## config.mk

```make
export PLATFORM = sky130hd
export DESIGN_NAME = ss_char_engine
export DESIGN_NICKNAME = d
export VERILOG_FILES = /design/src/rtl/ss_pkg.sv /design/src/rtl/ss_dpath.sv /design/src/rtl/ss_ctrl.sv /design/src/rtl/ss_char_engine.sv
export SDC_FILE = /design/constraint.sdc
export NUM_CORES = 1
export LEC_CHECK = 0
export ABC_AREA = 1
export ABC_CLOCK_PERIOD_IN_PS = 2960
export BUFFER_PORTS_ARGS = -buffer_cell sky130_fd_sc_hd__buf_2
export CORE_ASPECT_RATIO = 0.8
export CORE_UTILIZATION = 47
export CTS_BUF_LIST = sky130_fd_sc_hd__clkbuf_4 sky130_fd_sc_hd__clkbuf_8
export DETAILED_ROUTE_END_ITERATION = 16
export PLACE_DENSITY = 0.74
export SYNTH_ARGS = -nofsm -noshare
export SYNTH_HDL_FRONTEND = slang
export SYNTH_SLANG_ARGS = --single-unit
```

## constraint.sdc

```tcl
create_clock -name clk -period 2.96 [get_ports clk]
set_input_delay 0.296 -clock clk [delete_from_list [all_inputs] [get_ports clk]]
set_output_delay 0.296 -clock clk [all_outputs]
set_load 0.02 [all_outputs]
```

## src/rtl/ss_pkg.sv

```systemverilog
`timescale 1ns/1ps
package ss_pkg;
  localparam logic [7:0] OPC_MOVE = 8'hD2;
  localparam logic [7:0] OPC_CMP  = 8'hD5;

  localparam logic [1:0] CC_EQ   = 2'd0;
  localparam logic [1:0] CC_LOW  = 2'd1;
  localparam logic [1:0] CC_HIGH = 2'd2;

  typedef enum logic [2:0] {
    ST_IDLE,
    ST_MV_RD,
    ST_MV_WR,
    ST_CP_RD1,
    ST_CP_RD2,
    ST_CP_EVAL,
    ST_FIN
  } engState_t;

  typedef struct packed {
    logic load;     // capture operands, clear index
    logic advance;  // step to next byte
    logic selSrc;   // address operand 2 instead of operand 1
    logic holdA;    // keep operand 1 byte
    logic setCc;    // record compare outcome
    logic clrCc;    // clear condition code
  } dpStrobe_t;
endpackage

```

## src/rtl/ss_dpath.sv

```systemverilog
`timescale 1ns/1ps
module ss_dpath
  import ss_pkg::*;
#(
  parameter int ADDR_W = 24,
  parameter int LEN_W  = 8,
  parameter int DATA_W = 8
) (
  input  logic              clk,
  input  logic              rstN,
  input  dpStrobe_t         strobe,
  input  logic [ADDR_W-1:0] dstIn,
  input  logic [ADDR_W-1:0] srcIn,
  input  logic [LEN_W-1:0]  lenIn,
  input  logic [DATA_W-1:0] memRdata,
  output logic [ADDR_W-1:0] memAddr,
  output logic [DATA_W-1:0] memWdata,
  output logic              isLast,
  output logic              differ,
  output logic [1:0]        condCode
);
  localparam int IDX_PAD = ADDR_W - LEN_W;

  logic [ADDR_W-1:0] dstQ, srcQ;
  logic [LEN_W-1:0]  lenQ, idxQ;
  logic [DATA_W-1:0] holdQ;
  logic [1:0]        ccQ;
  logic [ADDR_W-1:0] idxWide;

  assign idxWide  = {{IDX_PAD{1'b0}}, idxQ};
  assign memAddr  = (strobe.selSrc ? srcQ : dstQ) + idxWide;
  assign memWdata = memRdata;
  assign isLast   = (idxQ == lenQ);
  assign differ   = (holdQ != memRdata);
  assign condCode = ccQ;

  always_ff @(posedge clk or negedge rstN) begin
    if (!rstN) begin
      dstQ  <= '0;
      srcQ  <= '0;
      lenQ  <= '0;
      idxQ  <= '0;
      holdQ <= '0;
      ccQ   <= CC_EQ;
    end else begin
      if (strobe.load) begin
        dstQ <= dstIn;
        srcQ <= srcIn;
        lenQ <= lenIn;
        idxQ <= '0;
      end else if (strobe.advance) begin
        idxQ <= idxQ + 1'b1;
      end
      if (strobe.holdA) holdQ <= memRdata;
      if (strobe.clrCc) begin
        ccQ <= CC_EQ;
      end else if (strobe.setCc) begin
        if (!differ)                ccQ <= CC_EQ;
        else if (holdQ < memRdata)  ccQ <= CC_LOW;
        else                        ccQ <= CC_HIGH;
      end
    end
  end

  AST_IDX_BOUND: assert property (@(posedge clk) disable iff (!rstN)
    idxQ <= lenQ);
  AST_CC_ENCODING: assert property (@(posedge clk) disable iff (!rstN)
    ccQ != 2'b11);
  AST_CC_HELD: assert property (@(posedge clk) disable iff (!rstN)
    (!strobe.clrCc && !strobe.setCc) |=> $stable(ccQ));
endmodule

```

## src/rtl/ss_ctrl.sv

```systemverilog
`timescale 1ns/1ps
module ss_ctrl
  import ss_pkg::*;
(
  input  logic       clk,
  input  logic       rstN,
  input  logic       start,
  input  logic [7:0] opCode,
  input  logic       isLast,
  input  logic       differ,
  output dpStrobe_t  strobe,
  output logic       memRd,
  output logic       memWr,
  output logic       busy,
  output logic       done
);
  engState_t stateQ, stateD;

  always_comb begin
    stateD = stateQ;
    strobe = '0;
    memRd  = 1'b0;
    memWr  = 1'b0;
    unique case (stateQ)
      ST_IDLE: begin
        if (start) begin
          strobe.load  = 1'b1;
          strobe.clrCc = 1'b1;
          if (opCode == OPC_MOVE)     stateD = ST_MV_RD;
          else if (opCode == OPC_CMP) stateD = ST_CP_RD1;
          else                        stateD = ST_FIN;
        end
      end
      ST_MV_RD: begin
        memRd         = 1'b1;
        strobe.selSrc = 1'b1;
        stateD        = ST_MV_WR;
      end
      ST_MV_WR: begin
        memWr = 1'b1;
        if (isLast) begin
          stateD = ST_FIN;
        end else begin
          strobe.advance = 1'b1;
          stateD         = ST_MV_RD;
        end
      end
      ST_CP_RD1: begin
        memRd  = 1'b1;
        stateD = ST_CP_RD2;
      end
      ST_CP_RD2: begin
        memRd         = 1'b1;
        strobe.selSrc = 1'b1;
        strobe.holdA  = 1'b1;
        stateD        = ST_CP_EVAL;
      end
      ST_CP_EVAL: begin
        if (differ || isLast) begin
          strobe.setCc = 1'b1;
          stateD       = ST_FIN;
        end else begin
          strobe.advance = 1'b1;
          stateD         = ST_CP_RD1;
        end
      end
      ST_FIN: stateD = ST_IDLE;
      default: stateD = ST_IDLE;
    endcase
  end

  assign busy = (stateQ != ST_IDLE);
  assign done = (stateQ == ST_FIN);

  always_ff @(posedge clk or negedge rstN) begin
    if (!rstN) stateQ <= ST_IDLE;
    else       stateQ <= stateD;
  end

  AST_DONE_PULSE: assert property (@(posedge clk) disable iff (!rstN)
    done |=> !done);
  AST_DONE_TO_IDLE: assert property (@(posedge clk) disable iff (!rstN)
    done |=> !busy);
  AST_RD_BEFORE_WR: assert property (@(posedge clk) disable iff (!rstN)
    memWr |-> $past(memRd));
  AST_RDWR_EXCL: assert property (@(posedge clk) disable iff (!rstN)
    !(memRd && memWr));
  AST_START_TAKEN: assert property (@(posedge clk) disable iff (!rstN)
    (!busy && start) |=> busy);
endmodule

```

## src/rtl/ss_char_engine.sv

```systemverilog
`timescale 1ns/1ps
module ss_char_engine
  import ss_pkg::*;
#(
  parameter int ADDR_W = 24,
  parameter int LEN_W  = 8,
  parameter int DATA_W = 8
) (
  input  logic              clk,
  input  logic              rstN,
  input  logic              start,
  input  logic [7:0]        opCode,
  input  logic [LEN_W-1:0]  lenCode,
  input  logic [ADDR_W-1:0] dstAddr,
  input  logic [ADDR_W-1:0] srcAddr,
  output logic [ADDR_W-1:0] memAddr,
  output logic              memRd,
  output logic              memWr,
  output logic [DATA_W-1:0] memWdata,
  input  logic [DATA_W-1:0] memRdata,
  output logic              busy,
  output logic              done,
  output logic [1:0]        condCode
);
  dpStrobe_t strobe;
  logic      isLast;
  logic      differ;

  ss_ctrl u_ctrl (
    .clk    (clk),
    .rstN   (rstN),
    .start  (start),
    .opCode (opCode),
    .isLast (isLast),
    .differ (differ),
    .strobe (strobe),
    .memRd  (memRd),
    .memWr  (memWr),
    .busy   (busy),
    .done   (done)
  );

  ss_dpath #(.ADDR_W(ADDR_W), .LEN_W(LEN_W), .DATA_W(DATA_W)) u_dpath (
    .clk      (clk),
    .rstN     (rstN),
    .strobe   (strobe),
    .dstIn    (dstAddr),
    .srcIn    (srcAddr),
    .lenIn    (lenCode),
    .memRdata (memRdata),
    .memAddr  (memAddr),
    .memWdata (memWdata),
    .isLast   (isLast),
    .differ   (differ),
    .condCode (condCode)
  );

  AST_WR_DATA_FROM_RD: assert property (@(posedge clk) disable iff (!rstN)
    memWr |-> (memWdata == memRdata));
  AST_NO_WR_IN_CMP: assert property (@(posedge clk) disable iff (!rstN)
    (busy && !done && $past(!busy) && $past(opCode) == OPC_CMP) |-> !memWr);
endmodule

```

==> impl_results.md <==
- Initial antenna violation count: 0
- Maximum clock rate: 314 MHz
- Final Hold Vio Count: 0
- Area fraction of the dominant cell type after synthesis: 40.0%
- Wire per inst: 14.4 um
- Worst setup SP type: flop
- Final period util: 107%
- Nets: 809
- Via count: 4347
- Crit path max-delay family: simple AND/OR/NAND/NOR gates
- Final Slew Violations: 0
- Arr. time, crit path: 2.89 ns
- Vias in the first global route: 4100
- RR Startpoint: u_ctrl.stateQ[0]
- Sequential Area: 0.00193 mm^2
- Top cells by area, synth: dfrtp_1 40%, nand2_1 11%, mux2_2 7.7%, inv_1 5.5%, ha_1 4.9%
- DRC: 0
- DRT Pass-1 Iters: 4
- Leakage: 3.20 nW
- Final Skew: 0.00623 ns
- Fin worst setup slack: -0.222 ns
- CP max stage cell: dfrtp_2
- Buf+Inv Stages, Crit Path: 4
- Yosys reg bits: 77
- Commonest non-fill, non-tap cell in the layout: nand2_1
- Core ar.: 0.00981 mm^2
- DP HPWL: 8.85 mm
- Clock share of power: 10.9%
- TritonCTS clock tree: built
- Placed insts: 822
- Worst setup path startpoint: u_ctrl.stateQ[2]
- Finish-stage setup viols: 15
- CTS Buf Count: 9
- First-pass GRT wire length: 19.5 mm
- Layout Cells excl Fill: 854
- YS warnings: 0
- Clock Latency Late Sink: 0.35 ns
- Total gr overflow: 0
- IO Pins: 113
- Slew HR: 35.5%
- Worst Max-Slew Pin Slew: 0.968 ns
- Finished layout cell area: 0.00615 mm^2
- Port bufs: 112
- Hold Path Class: in -> async
- DP Area: 0.00553 mm^2
- Synth area leader: dfrtp_1
- Sequential element share of the synthesized area: 40.0%
- Max Root-Sink Buffers: 2
- Pwr Density: 1290 mW/mm^2
- Antenna cells: 0
- R2R setup slack: 0.60 ns
- Syn nets: 685
- Post-Syn Area per Cell: 8.17 um^2
- Fillers: 812
- GR Layer Usage met3: 4.45%
- Worst path cell trace: buf_4 -> nand2_4 -> nand2_8 -> o21ai_0 -> inv_1 -> fa_2 -> o21ai_4 -> nand2_2 -> nand2_4 -> nand2_4 -> nor2_4 -> buf_6 -> xor2_2 -> buf_6
- Multi-input gate area: 0.00272 mm^2
- Gr busiest metal: met2
- DP Worst Slack: -0.0653 ns
- Crit Path Class: reg -> out
- Drt total wl: 12.3 mm
- Synth unique cells: 32
- Clk root buf: clkbuf_8
- Met2 Use GR: 36.9%
- CP endpoint kind: output port
- P_int: 4.10 mW
- Routability cong.: 0.870
- H-tree depth: 3
- Total GRT Usage: 23.8%
- Mapped Area: 0.00482 mm^2
- Fin util: 62.7%
- Crit path time final: 3.18 ns
- RSZ-0062 raised after global routing: true
- Most frequent cells in the layout: 119 x nand2_1, 95 x buf_2, 75 x dfrtp_1, 65 x inv_1, 44 x nor2_1
- Setup_tns: -1.38 ns
- Max incr delay on CP: 0.44 ns
- Comb pwr share: 65.2%
- Die Height: 92.6 um
- 1st-iter DRT viols: 249
- Rows: 32
- Crit Path Max Fanout: 6
- Worst-path clk slew: 0.08 ns
- DIE AREA: 0.0107 mm^2
- Starting Density: 49.1%
- Die width: 115 um
- Max-Cap Viols: 0
- Vias per inst: 5.09
- Area Overhead vs Synth: 27.6%
- Sink Count: 77
- M1 GR Usage: 33.6%
- Largest net degree at the start of global routing: 78
- Switching share of power: 48.1%
- Fraction of layout cells with a size suffix above 1: 36.8%
- Failing checks: negative setup slack
- Sequential share of power: 23.9%
- Req. time, crit path: 2.66 ns
- CP most frequent cell: nand2_4
- Status: complete, but fails checks
- Routed Antenna Nets: 0
- Switch Pwr: 3.81 mW
- Syn Inst Count: 590
- Max IR drop VDD: 0.000855 V
registers in the layout (all words and copies together), names as in the netlist:
| signal | count |
|---|---|
| u_dpath.srcQ | 24 |
| u_dpath.condCode | 2 |
| u_dpath.dstQ | 24 |
| u_ctrl.stateQ | 3 |
| u_dpath.holdQ | 8 |
| u_dpath.lenQ | 8 |
| u_dpath.idxQ | 8 |
through the flow:
stage | total power [mW] | hold WS, ns
3_5_place_dp | 6.28 | 0.483
6_report | 7.91 | 0.0913
4_1_cts | 7.57 | 0.131
2_1_floorplan | 5.05 | 0.000409
5_1_grt | 8.52 | 0.150
3_3_place_gp | 6.12 | 0.474
layout make-up:
cell class	instances	share of cell area [%]
clock buffer	9	2.01
clock inverter	6	1.44
inverter	72	4.39
multi-input combinational	416	44.3
sequential	77	31.4
tap	136	2.77
timing repair buffer	138	13.7
synthesized netlist by cell type (all sizes together):
cell / number
o211ai: 1
xor2: 16
and2: 1
clkbuf: 3
a21oi: 34
nand2: 152
nor2: 54
o21ai: 18
inv: 72
nand3b: 5
fa: 1
a31oi: 4
mux2: 33
dfrtp: 77
or2: 2
nor3: 7
nand3: 46
a21o: 2
ha: 19
o21bai: 1
xnor2: 11
nand4: 9
buf: 22
cell families (layout without fill, tap and decap cells):
group                    Yosys count  count (layout)  share of synthesized area [%]
XOR/XNOR                          27              27                           4.91
flip-flops                        77              77                           40.0
AO/OA/AOI/OAI                     60              60                           6.54
adder cells (fa/ha/maj)           20              20                           5.35
AND/OR/NAND/NOR                  276             276                           26.5
multiplexers                      33              33                           7.71
buffers and inverters             97             225                           9.06
timing repair:
action | in CTS | in global routing
setup buffers | 10 | 7
gates cloned | 0 | 0
hold buffers | 0 | 0
resized for setup | 44 | 23
setup endpoints to repair | 17 | 20
pin swaps | 22 | 22
worst reg2reg max path, delay by kind of cell (launching register included):
family | cells | cell delay, ns
AO/OA/AOI/OAI | 1 | 0.05
buffers and inverters | 5 | 0.90
AND/OR/NAND/NOR | 4 | 0.83
flip-flops | 1 | 0.49
power by group through the flow:
stage               clock network, mW  registers [mW]  logic (mW)
finish                          0.862            1.89        5.16
global route                    0.935            1.94        5.65
CTS                             0.877            1.87        4.83
detailed placement                  0            1.89        4.38
global placement                    0            1.87        4.25
floorplan                           0            1.80        3.25
routing by layer:
| metal | wire length [um] | vias up |
|---|---|---|
| met4 | 119 | 0 |
| met5 | 0 | - |
| met3 | 604 | 12 |
| met1 | 5880 | 2075 |
| li1 | - | 2123 |
| met2 | 5700 | 137 |
path summary, 6_finish.rpt:
path / endpoint / cells past startpoint
worst min-delay path: u_dpath.lenQ[5] / 1
worst max register to register: u_dpath.srcQ[22] / 10
worst max-delay path: memAddr[12] / 14
min in group clk: u_dpath.srcQ[5] / 2
worst min register to register: u_dpath.holdQ[4] / 2
max in group asynchronous: u_ctrl.stateQ[0] / 1
Note: power is estimated with default switching activity, not from simulation.
